**src/rtl/scfg_pkg.sv**
```systemverilog
// Shared constants for the serial configuration port.
// Assumes a 24-bit word; bit N of the word sits at index N-1.
package scfg_pkg;
    localparam int WORD_W  = 24;
    localparam int RDIV_W  = 11;
    localparam int SWAL_W  = 7;
    localparam int MDIV_W  = 11;
    localparam int CODE_W  = 2;
    // index positions inside the captured word
    localparam int IDX_DEST    = 0;
    localparam int IDX_DEVSEL  = 23;
    localparam int IDX_RDIV    = 1;
    localparam int IDX_FORCE   = 12;
    localparam int IDX_CPOFF   = 13;
    localparam int IDX_CODE2   = 14;
    localparam int IDX_POL     = 16;
    localparam int IDX_CODE1   = 17;
    localparam int IDX_RST     = 19;
    localparam int IDX_EXTRES  = 20;
    localparam int IDX_EN      = 21;
    localparam int IDX_LDEN    = 22;
    localparam int IDX_SWAL    = 1;
    localparam int IDX_MDIV    = 8;
    localparam int IDX_BAND    = 22;
endpackage

```
**src/rtl/scfg_sync.sv**
```systemverilog
// Multi-stage synchronizer for a group of asynchronous inputs.
// Assumes each input is held longer than STAGES+1 system clocks.
module scfg_sync #(
    parameter int W      = 4,
    parameter int STAGES = 2
) (
    input  logic         clk,
    input  logic         rst_n,
    input  logic [W-1:0] async_i,
    output logic [W-1:0] sync_o
);
    logic [W-1:0] stg [STAGES];

    // Shift each input through the flop chain.
    always_ff @(posedge clk) begin
        if (!rst_n) begin
            for (int i = 0; i < STAGES; i++) stg[i] <= '0;
        end else begin
            stg[0] <= async_i;
            for (int i = 1; i < STAGES; i++) stg[i] <= stg[i-1];
        end
    end

    assign sync_o = stg[STAGES-1];
endmodule

```
**src/rtl/scfg_shifter.sv**
```systemverilog
// Serial shift window and commit detector.
// Keeps the last WORD_W bits taken on shift-clock rising edges and
// pulses take_o for one cycle on a latch rise while the shift clock is low.
// Assumes synchronized inputs.
module scfg_shifter
    import scfg_pkg::*;
(
    input  logic              clk,
    input  logic              rst_n,
    input  logic              dat_s,
    input  logic              sck_s,
    input  logic              lat_s,
    output logic [WORD_W-1:0] word_o,
    output logic              take_o
);
    logic sck_d, lat_d;
    logic sck_rise;

    assign sck_rise = sck_s & ~sck_d;
    assign take_o   = lat_s & ~lat_d & ~sck_s;

    // Delayed copies for edge detection.
    always_ff @(posedge clk) begin
        if (!rst_n) begin
            sck_d <= 1'b0;
            lat_d <= 1'b0;
        end else begin
            sck_d <= sck_s;
            lat_d <= lat_s;
        end
    end

    // Sliding window: newest bit enters at index 0.
    always_ff @(posedge clk) begin
        if (!rst_n)        word_o <= '0;
        else if (sck_rise) word_o <= {word_o[WORD_W-2:0], dat_s};
    end

    AST_WINDOW_STILL: assert property (@(posedge clk) disable iff (!rst_n)
        !sck_rise |=> $stable(word_o));
endmodule

```
**src/rtl/scfg_regs.sv**
```systemverilog
// Setup and channel registers with field decode.
// Routes a committed word by its destination bit, drops it when the
// device-select bit is set, handles the self-clearing reset and tracks
// which register was written last.
module scfg_regs
    import scfg_pkg::*;
(
    input  logic              clk,
    input  logic              rst_n,
    input  logic              take,
    input  logic [WORD_W-1:0] word,
    output logic [RDIV_W-1:0] ref_div,
    output logic [SWAL_W-1:0] swallow_cnt,
    output logic [MDIV_W-1:0] main_div,
    output logic              forced_reload,
    output logic              cp_off,
    output logic              det_polarity,
    output logic              ext_res_sel,
    output logic              ld_enable,
    output logic              band_sel,
    output logic [CODE_W-1:0] cp_code,
    output logic              en_sel,
    output logic              setup_loaded,
    output logic              chan_loaded,
    output logic              soft_reset
);
    logic              setup_we, chan_we, rst_req;
    logic [CODE_W-1:0] code1_q, code2_q;
    logic              en1_q, en2_q, last_chan_q;

    assign setup_we = take & ~word[IDX_DEVSEL] &  word[IDX_DEST];
    assign chan_we  = take & ~word[IDX_DEVSEL] & ~word[IDX_DEST];
    assign rst_req  = word[IDX_RST];

    // Setup register, load pulses and reset pulse.
    always_ff @(posedge clk) begin
        if (!rst_n) begin
            ref_div       <= '0;
            forced_reload <= 1'b0;
            cp_off        <= 1'b0;
            code2_q       <= '0;
            det_polarity  <= 1'b0;
            code1_q       <= '0;
            ext_res_sel   <= 1'b0;
            en1_q         <= 1'b0;
            ld_enable     <= 1'b0;
            setup_loaded  <= 1'b0;
            soft_reset    <= 1'b0;
        end else begin
            setup_loaded <= setup_we;
            soft_reset   <= setup_we & rst_req;
            if (setup_we) begin
                ref_div       <= word[IDX_RDIV +: RDIV_W];
                forced_reload <= word[IDX_FORCE];
                cp_off        <= word[IDX_CPOFF];
                code2_q       <= word[IDX_CODE2 +: CODE_W];
                det_polarity  <= word[IDX_POL];
                code1_q       <= word[IDX_CODE1 +: CODE_W];
                ext_res_sel   <= word[IDX_EXTRES];
                en1_q         <= word[IDX_EN] & ~rst_req;
                ld_enable     <= word[IDX_LDEN];
            end
        end
    end

    // Channel register; its enable is also cleared by a reset word.
    always_ff @(posedge clk) begin
        if (!rst_n) begin
            swallow_cnt <= '0;
            main_div    <= '0;
            band_sel    <= 1'b0;
            en2_q       <= 1'b0;
            chan_loaded <= 1'b0;
        end else begin
            chan_loaded <= chan_we;
            if (chan_we) begin
                swallow_cnt <= word[IDX_SWAL +: SWAL_W];
                main_div    <= word[IDX_MDIV +: MDIV_W];
                band_sel    <= word[IDX_BAND];
                en2_q       <= word[IDX_EN];
            end else if (setup_we && rst_req) begin
                en2_q <= 1'b0;
            end
        end
    end

    // Remember which register carries the governing enable.
    always_ff @(posedge clk) begin
        if (!rst_n)        last_chan_q <= 1'b0;
        else if (chan_we)  last_chan_q <= 1'b1;
        else if (setup_we) last_chan_q <= 1'b0;
    end

    assign en_sel  = last_chan_q ? en2_q : en1_q;
    assign cp_code = band_sel ? code2_q : code1_q;

    AST_ONE_DEST: assert property (@(posedge clk) disable iff (!rst_n)
        !(setup_loaded && chan_loaded));
    AST_RST_IS_SETUP: assert property (@(posedge clk) disable iff (!rst_n)
        soft_reset |-> setup_loaded);
    AST_RST_DISABLES: assert property (@(posedge clk) disable iff (!rst_n)
        soft_reset |-> !en_sel);
    AST_SETUP_HOLD: assert property (@(posedge clk) disable iff (!rst_n)
        !setup_we |=> $stable(ref_div));
    AST_CHAN_HOLD: assert property (@(posedge clk) disable iff (!rst_n)
        !chan_we |=> ($stable(main_div) && $stable(swallow_cnt)));
endmodule

```
**src/rtl/serial_cfg_port.sv**
```systemverilog
// Top of the addressed serial configuration port.
// Synchronizes the serial lines and power pin, captures words and
// decodes them. Assumes the serial clock is at most a tenth of clk.
module serial_cfg_port
    import scfg_pkg::*;
#(
    parameter int SYNC_STAGES = 2
) (
    input  logic              clk,
    input  logic              rst_n,
    input  logic              ser_dat,
    input  logic              ser_clk,
    input  logic              ser_lat,
    input  logic              pwr_up_n_pd,
    output logic [RDIV_W-1:0] ref_div,
    output logic [SWAL_W-1:0] swallow_cnt,
    output logic [MDIV_W-1:0] main_div,
    output logic              forced_reload,
    output logic              cp_off,
    output logic              det_polarity,
    output logic              ext_res_sel,
    output logic              ld_enable,
    output logic              band_sel,
    output logic [CODE_W-1:0] cp_code,
    output logic              dev_enable,
    output logic              setup_loaded,
    output logic              chan_loaded,
    output logic              soft_reset
);
    localparam int NSYNC = 4;

    logic [NSYNC-1:0]  sync_q;
    logic [WORD_W-1:0] word;
    logic              take, en_sel;

    scfg_sync #(.W(NSYNC), .STAGES(SYNC_STAGES)) u_sync (
        .clk     (clk),
        .rst_n   (rst_n),
        .async_i ({pwr_up_n_pd, ser_lat, ser_clk, ser_dat}),
        .sync_o  (sync_q)
    );

    scfg_shifter u_shift (
        .clk    (clk),
        .rst_n  (rst_n),
        .dat_s  (sync_q[0]),
        .sck_s  (sync_q[1]),
        .lat_s  (sync_q[2]),
        .word_o (word),
        .take_o (take)
    );

    scfg_regs u_regs (
        .clk           (clk),
        .rst_n         (rst_n),
        .take          (take),
        .word          (word),
        .ref_div       (ref_div),
        .swallow_cnt   (swallow_cnt),
        .main_div      (main_div),
        .forced_reload (forced_reload),
        .cp_off        (cp_off),
        .det_polarity  (det_polarity),
        .ext_res_sel   (ext_res_sel),
        .ld_enable     (ld_enable),
        .band_sel      (band_sel),
        .cp_code       (cp_code),
        .en_sel        (en_sel),
        .setup_loaded  (setup_loaded),
        .chan_loaded   (chan_loaded),
        .soft_reset    (soft_reset)
    );

    assign dev_enable = sync_q[3] & en_sel;

    AST_EN_NEEDS_PIN: assert property (@(posedge clk) disable iff (!rst_n)
        dev_enable |-> $past(pwr_up_n_pd, SYNC_STAGES));
endmodule

```
**config.mk**
```make
export PLATFORM = sky130hd
export DESIGN_NAME = serial_cfg_port
export DESIGN_NICKNAME = d
export VERILOG_FILES = /design/src/rtl/scfg_pkg.sv /design/src/rtl/scfg_sync.sv /design/src/rtl/scfg_shifter.sv /design/src/rtl/scfg_regs.sv /design/src/rtl/serial_cfg_port.sv
export SDC_FILE = /design/constraint.sdc
export NUM_CORES = 1
export LEC_CHECK = 0
export BUFFER_PORTS_ARGS = -buffer_cell sky130_fd_sc_hd__buf_4
export CAP_MARGIN = 20
export CORE_AREA = 2 2 100 102
export CTS_BUF_LIST = sky130_fd_sc_hd__clkbuf_16
export DETAILED_ROUTE_END_ITERATION = 8
export DIE_AREA = 0 0 102 104
export PLACE_DENSITY = 0.47
export SLEW_MARGIN = 20
export SYNTH_ARGS = -nofsm -noshare
export SYNTH_HDL_FRONTEND = slang
export SYNTH_SLANG_ARGS = --single-unit
```
**constraint.sdc**
```tcl
create_clock -name clk -period 1.4 [get_ports clk]
set_clock_uncertainty 0.1 [all_clocks]
set_input_delay 0.14 -clock clk [delete_from_list [all_inputs] [get_ports clk]]
set_output_delay 0.14 -clock clk [all_outputs]
set_load 0.005 [all_outputs]
```
==> flow_summary.yaml <==
finish:
  drive_gt1_share_pct: 26.3
  layout.nets: 339
  fin_area_mm2: 0.00371
  antenna_cells: 0
  fillers: 978
  area_delta_synth_final_pct: 33.1
power:
  leakagePower_nw: 1.41
  vdd_drop_max_mv: 0.692
  powerDensity_mw_per_mm2: 1210
  report.power.total_mw: 4.50
clock_network:
  cts_sinks: 79
  cts_tree: "yes"
  clock-root-buffer: "clkbuf_16"
  cts_made_buffers: 9
  clockBufferDepth: 2
  htreeDepth: 3
  insertion_delay_ns: 0.33
  path_clk_slew_ns: 0.06
worst_setup_path:
  worstSetupEndpointType: "register"
  crit_fanout: 22
  cp-start-kind: "register"
  cp.arrival_ns: 1.55
  critical_path_required_ns: 1.52
  critical_path_class: "register to register"
route:
  via_per_inst: 4.21
  drc: 0
  vias: 1981
  drt_iter0_drc: 92
  drt_wl_total_um: 5910
  postRouteAntennaNets: 0
  wl_per_cell_um: 12.5
  first_pass_iters: 4
synth:
  syn_inst: 278
  synthesis.area_mm2: 0.00279
  yosys.area.top_type: "dfxtp_1"
  syn_nets: 284
  syn_avg_cell_area_um2: 10.0
  ys_seq_elements: 79
  synth_top_area_share_pct: 56.7
  yosys_warnings: 0
  synth.distinct_cells: 22
  synth_area_leaders: "dfxtp_1 57%, nand2_1 12%, mux2i_1 7.2%"
  ys_seq_area_share_pct: 56.7
floorplanning:
  core_area_mm2: 0.00955
  die_h_um: 104
  fp.dieArea_mm2: 0.0106
  start_util_pct: 29.2
  num_rows: 36
  num_io_pins: 47
  fp.dieW_um: 102
placement:
  place_area_mm2: 0.00336
  place.gp.congestion: 0.737
  hpwl_um: 3920
  post-place-ws_ns: -0.0377
  portBuffers: 46
timing:
  min_period_ns: 1.43
  fin_worst_hold_slack_ns: 0.0372
  rsz0062_at_grt: "yes"
  finalCritPeriodShare_pct: 102
  setup_violations: 20
  worstMarginPinSlew_ns: 0.288
  slew_viol_final: 0
  setup_tns_ns: -0.492
  hold_violations: 0
  setup_slack_ns: -0.0331
  fmax_mhz: 698
  max_slew_margin_pct: 80.8
global_routing:
  grt_antenna_before_repair: 0
  grtUsageTotal_pct: 11.6
  gr-total-overflow: 0
  grt_pass1_vias: 1858
  grt_max_degree: 31
  grt_first_pass_wirelength_um: 9480
outcome:
  status: "finished, violations left"
  violations: "negative setup slack"
min_path:
  hold_class: "primary input to register"
job:
  maxCapViolCount: 0
[final timing paths]
path / slack [ns] / cells after the start / endpoint / startpoint
worst max-delay path: -0.03 / 5 / u_regs.ld_enable / u_shift.lat_d
worst min-delay path: 0.04 / 2 / u_shift.word_o[1] / rst_n
worst max register to register: -0.03 / 5 / u_regs.ld_enable / u_shift.lat_d
worst min register to register: 0.33 / 1 / u_sync.stg[0][7] / u_sync.stg[0][3]
[synth_stat cells]
cell      instances
a21boi_0         24
and4_1            1
a32o_1            1
o21a_1            1
a22o_1           20
nor2b_1           2
nand2b_1          1
o21ai_0           1
and3_1            2
mux2i_1          20
clkbuf_1         12
a31o_2            1
nand2_1          86
mux2_2            2
a21boi_1          1
buf_6             3
nor4b_4           1
and2_1           12
buf_12            1
dfxtp_1          79
inv_1             2
buf_2             5
[per-layer routing]
metal	global-route usage (%)	vias up	wire, um
li1	-	1034	-
met1	15.9	911	2970
met5	0	-	0
met2	16.6	30	2650
met4	4.57	0	82
met3	3.76	6	208
[through the flow]
| step | utilization, % | std cells |
|---|---|---|
| floorplan | - | 278 |
| global placement | 35.1 | 450 |
| detailed placement | 35.1 | 450 |
| CTS | 38.7 | 471 |
| global route | 38.9 | 471 |
| finish | 38.9 | 471 |
[critical path, cell delays in order (launching register included)]
cell	delay, ns
dfxtp_2	0.33
nor4b_4	0.27
buf_4	0.17
a21boi_2	0.07
buf_12	0.16
a22o_1	0.23
[area by class of cell]
type | count | area [um^2] | area share [%]
clock buffers | 9 | 225 | 6.06
clock inverters | 7 | 41.3 | 1.11
inverters | 2 | 7.51 | 0.202
multi-input cells | 176 | 1100 | 29.7
flip-flops and latches | 79 | 1590 | 42.8
well taps | 133 | 166 | 4.48
repair buffers | 65 | 583 | 15.7
[sequential cells by signal (all words and copies together), names as in the netlist, 2 cells and up]
signal	flops
u_regs.code2_q	2
u_sync.stg	8
u_regs.swallow_cnt	7
u_regs.main_div	11
u_regs.ref_div	11
u_regs.code1_q	2
u_shift.word_o	24
[what timing repair did]
action	CTS	global route
setup buffers	1	0
setup endpoints to repair	44	40
resized for setup	9	6
pin swaps	1	0
hold buffers	4	0
endpoints found under the hold margin	4	0
[power breakdown]
group | leakage [nW] | internal, mW | switching [mW]
logic | 0.641 | 0.0793 | 0.0857
clock network | 0.128 | 1.18 | 0.889
registers | 0.640 | 2.26 | 0.00642
total | 1.41 | 3.52 | 0.981
[cell usage in the layout, fill, tap and decap left out, types with 4 or more instances in the layout]
cell,synthesis,final
and2_1,12,11
a22o_1,20,20
buf_6,3,4
mux2i_1,20,19
dfxtp_1,79,75
buf_4,0,51
buf_12,1,5
nand2_1,86,86
dlygate4sd3_1,0,4
a21boi_0,24,24
clkbuf_16,0,9
[logic make-up after synthesis]
kind of cell | count (synthesis) | synth area share (%)
buf+inv | 23 | 4.71
compound gates | 49 | 14.1
mux | 22 | 7.98
simple gates | 105 | 16.5
flops | 79 | 56.7
No activity file was read; power rests on OpenSTA's default activity.
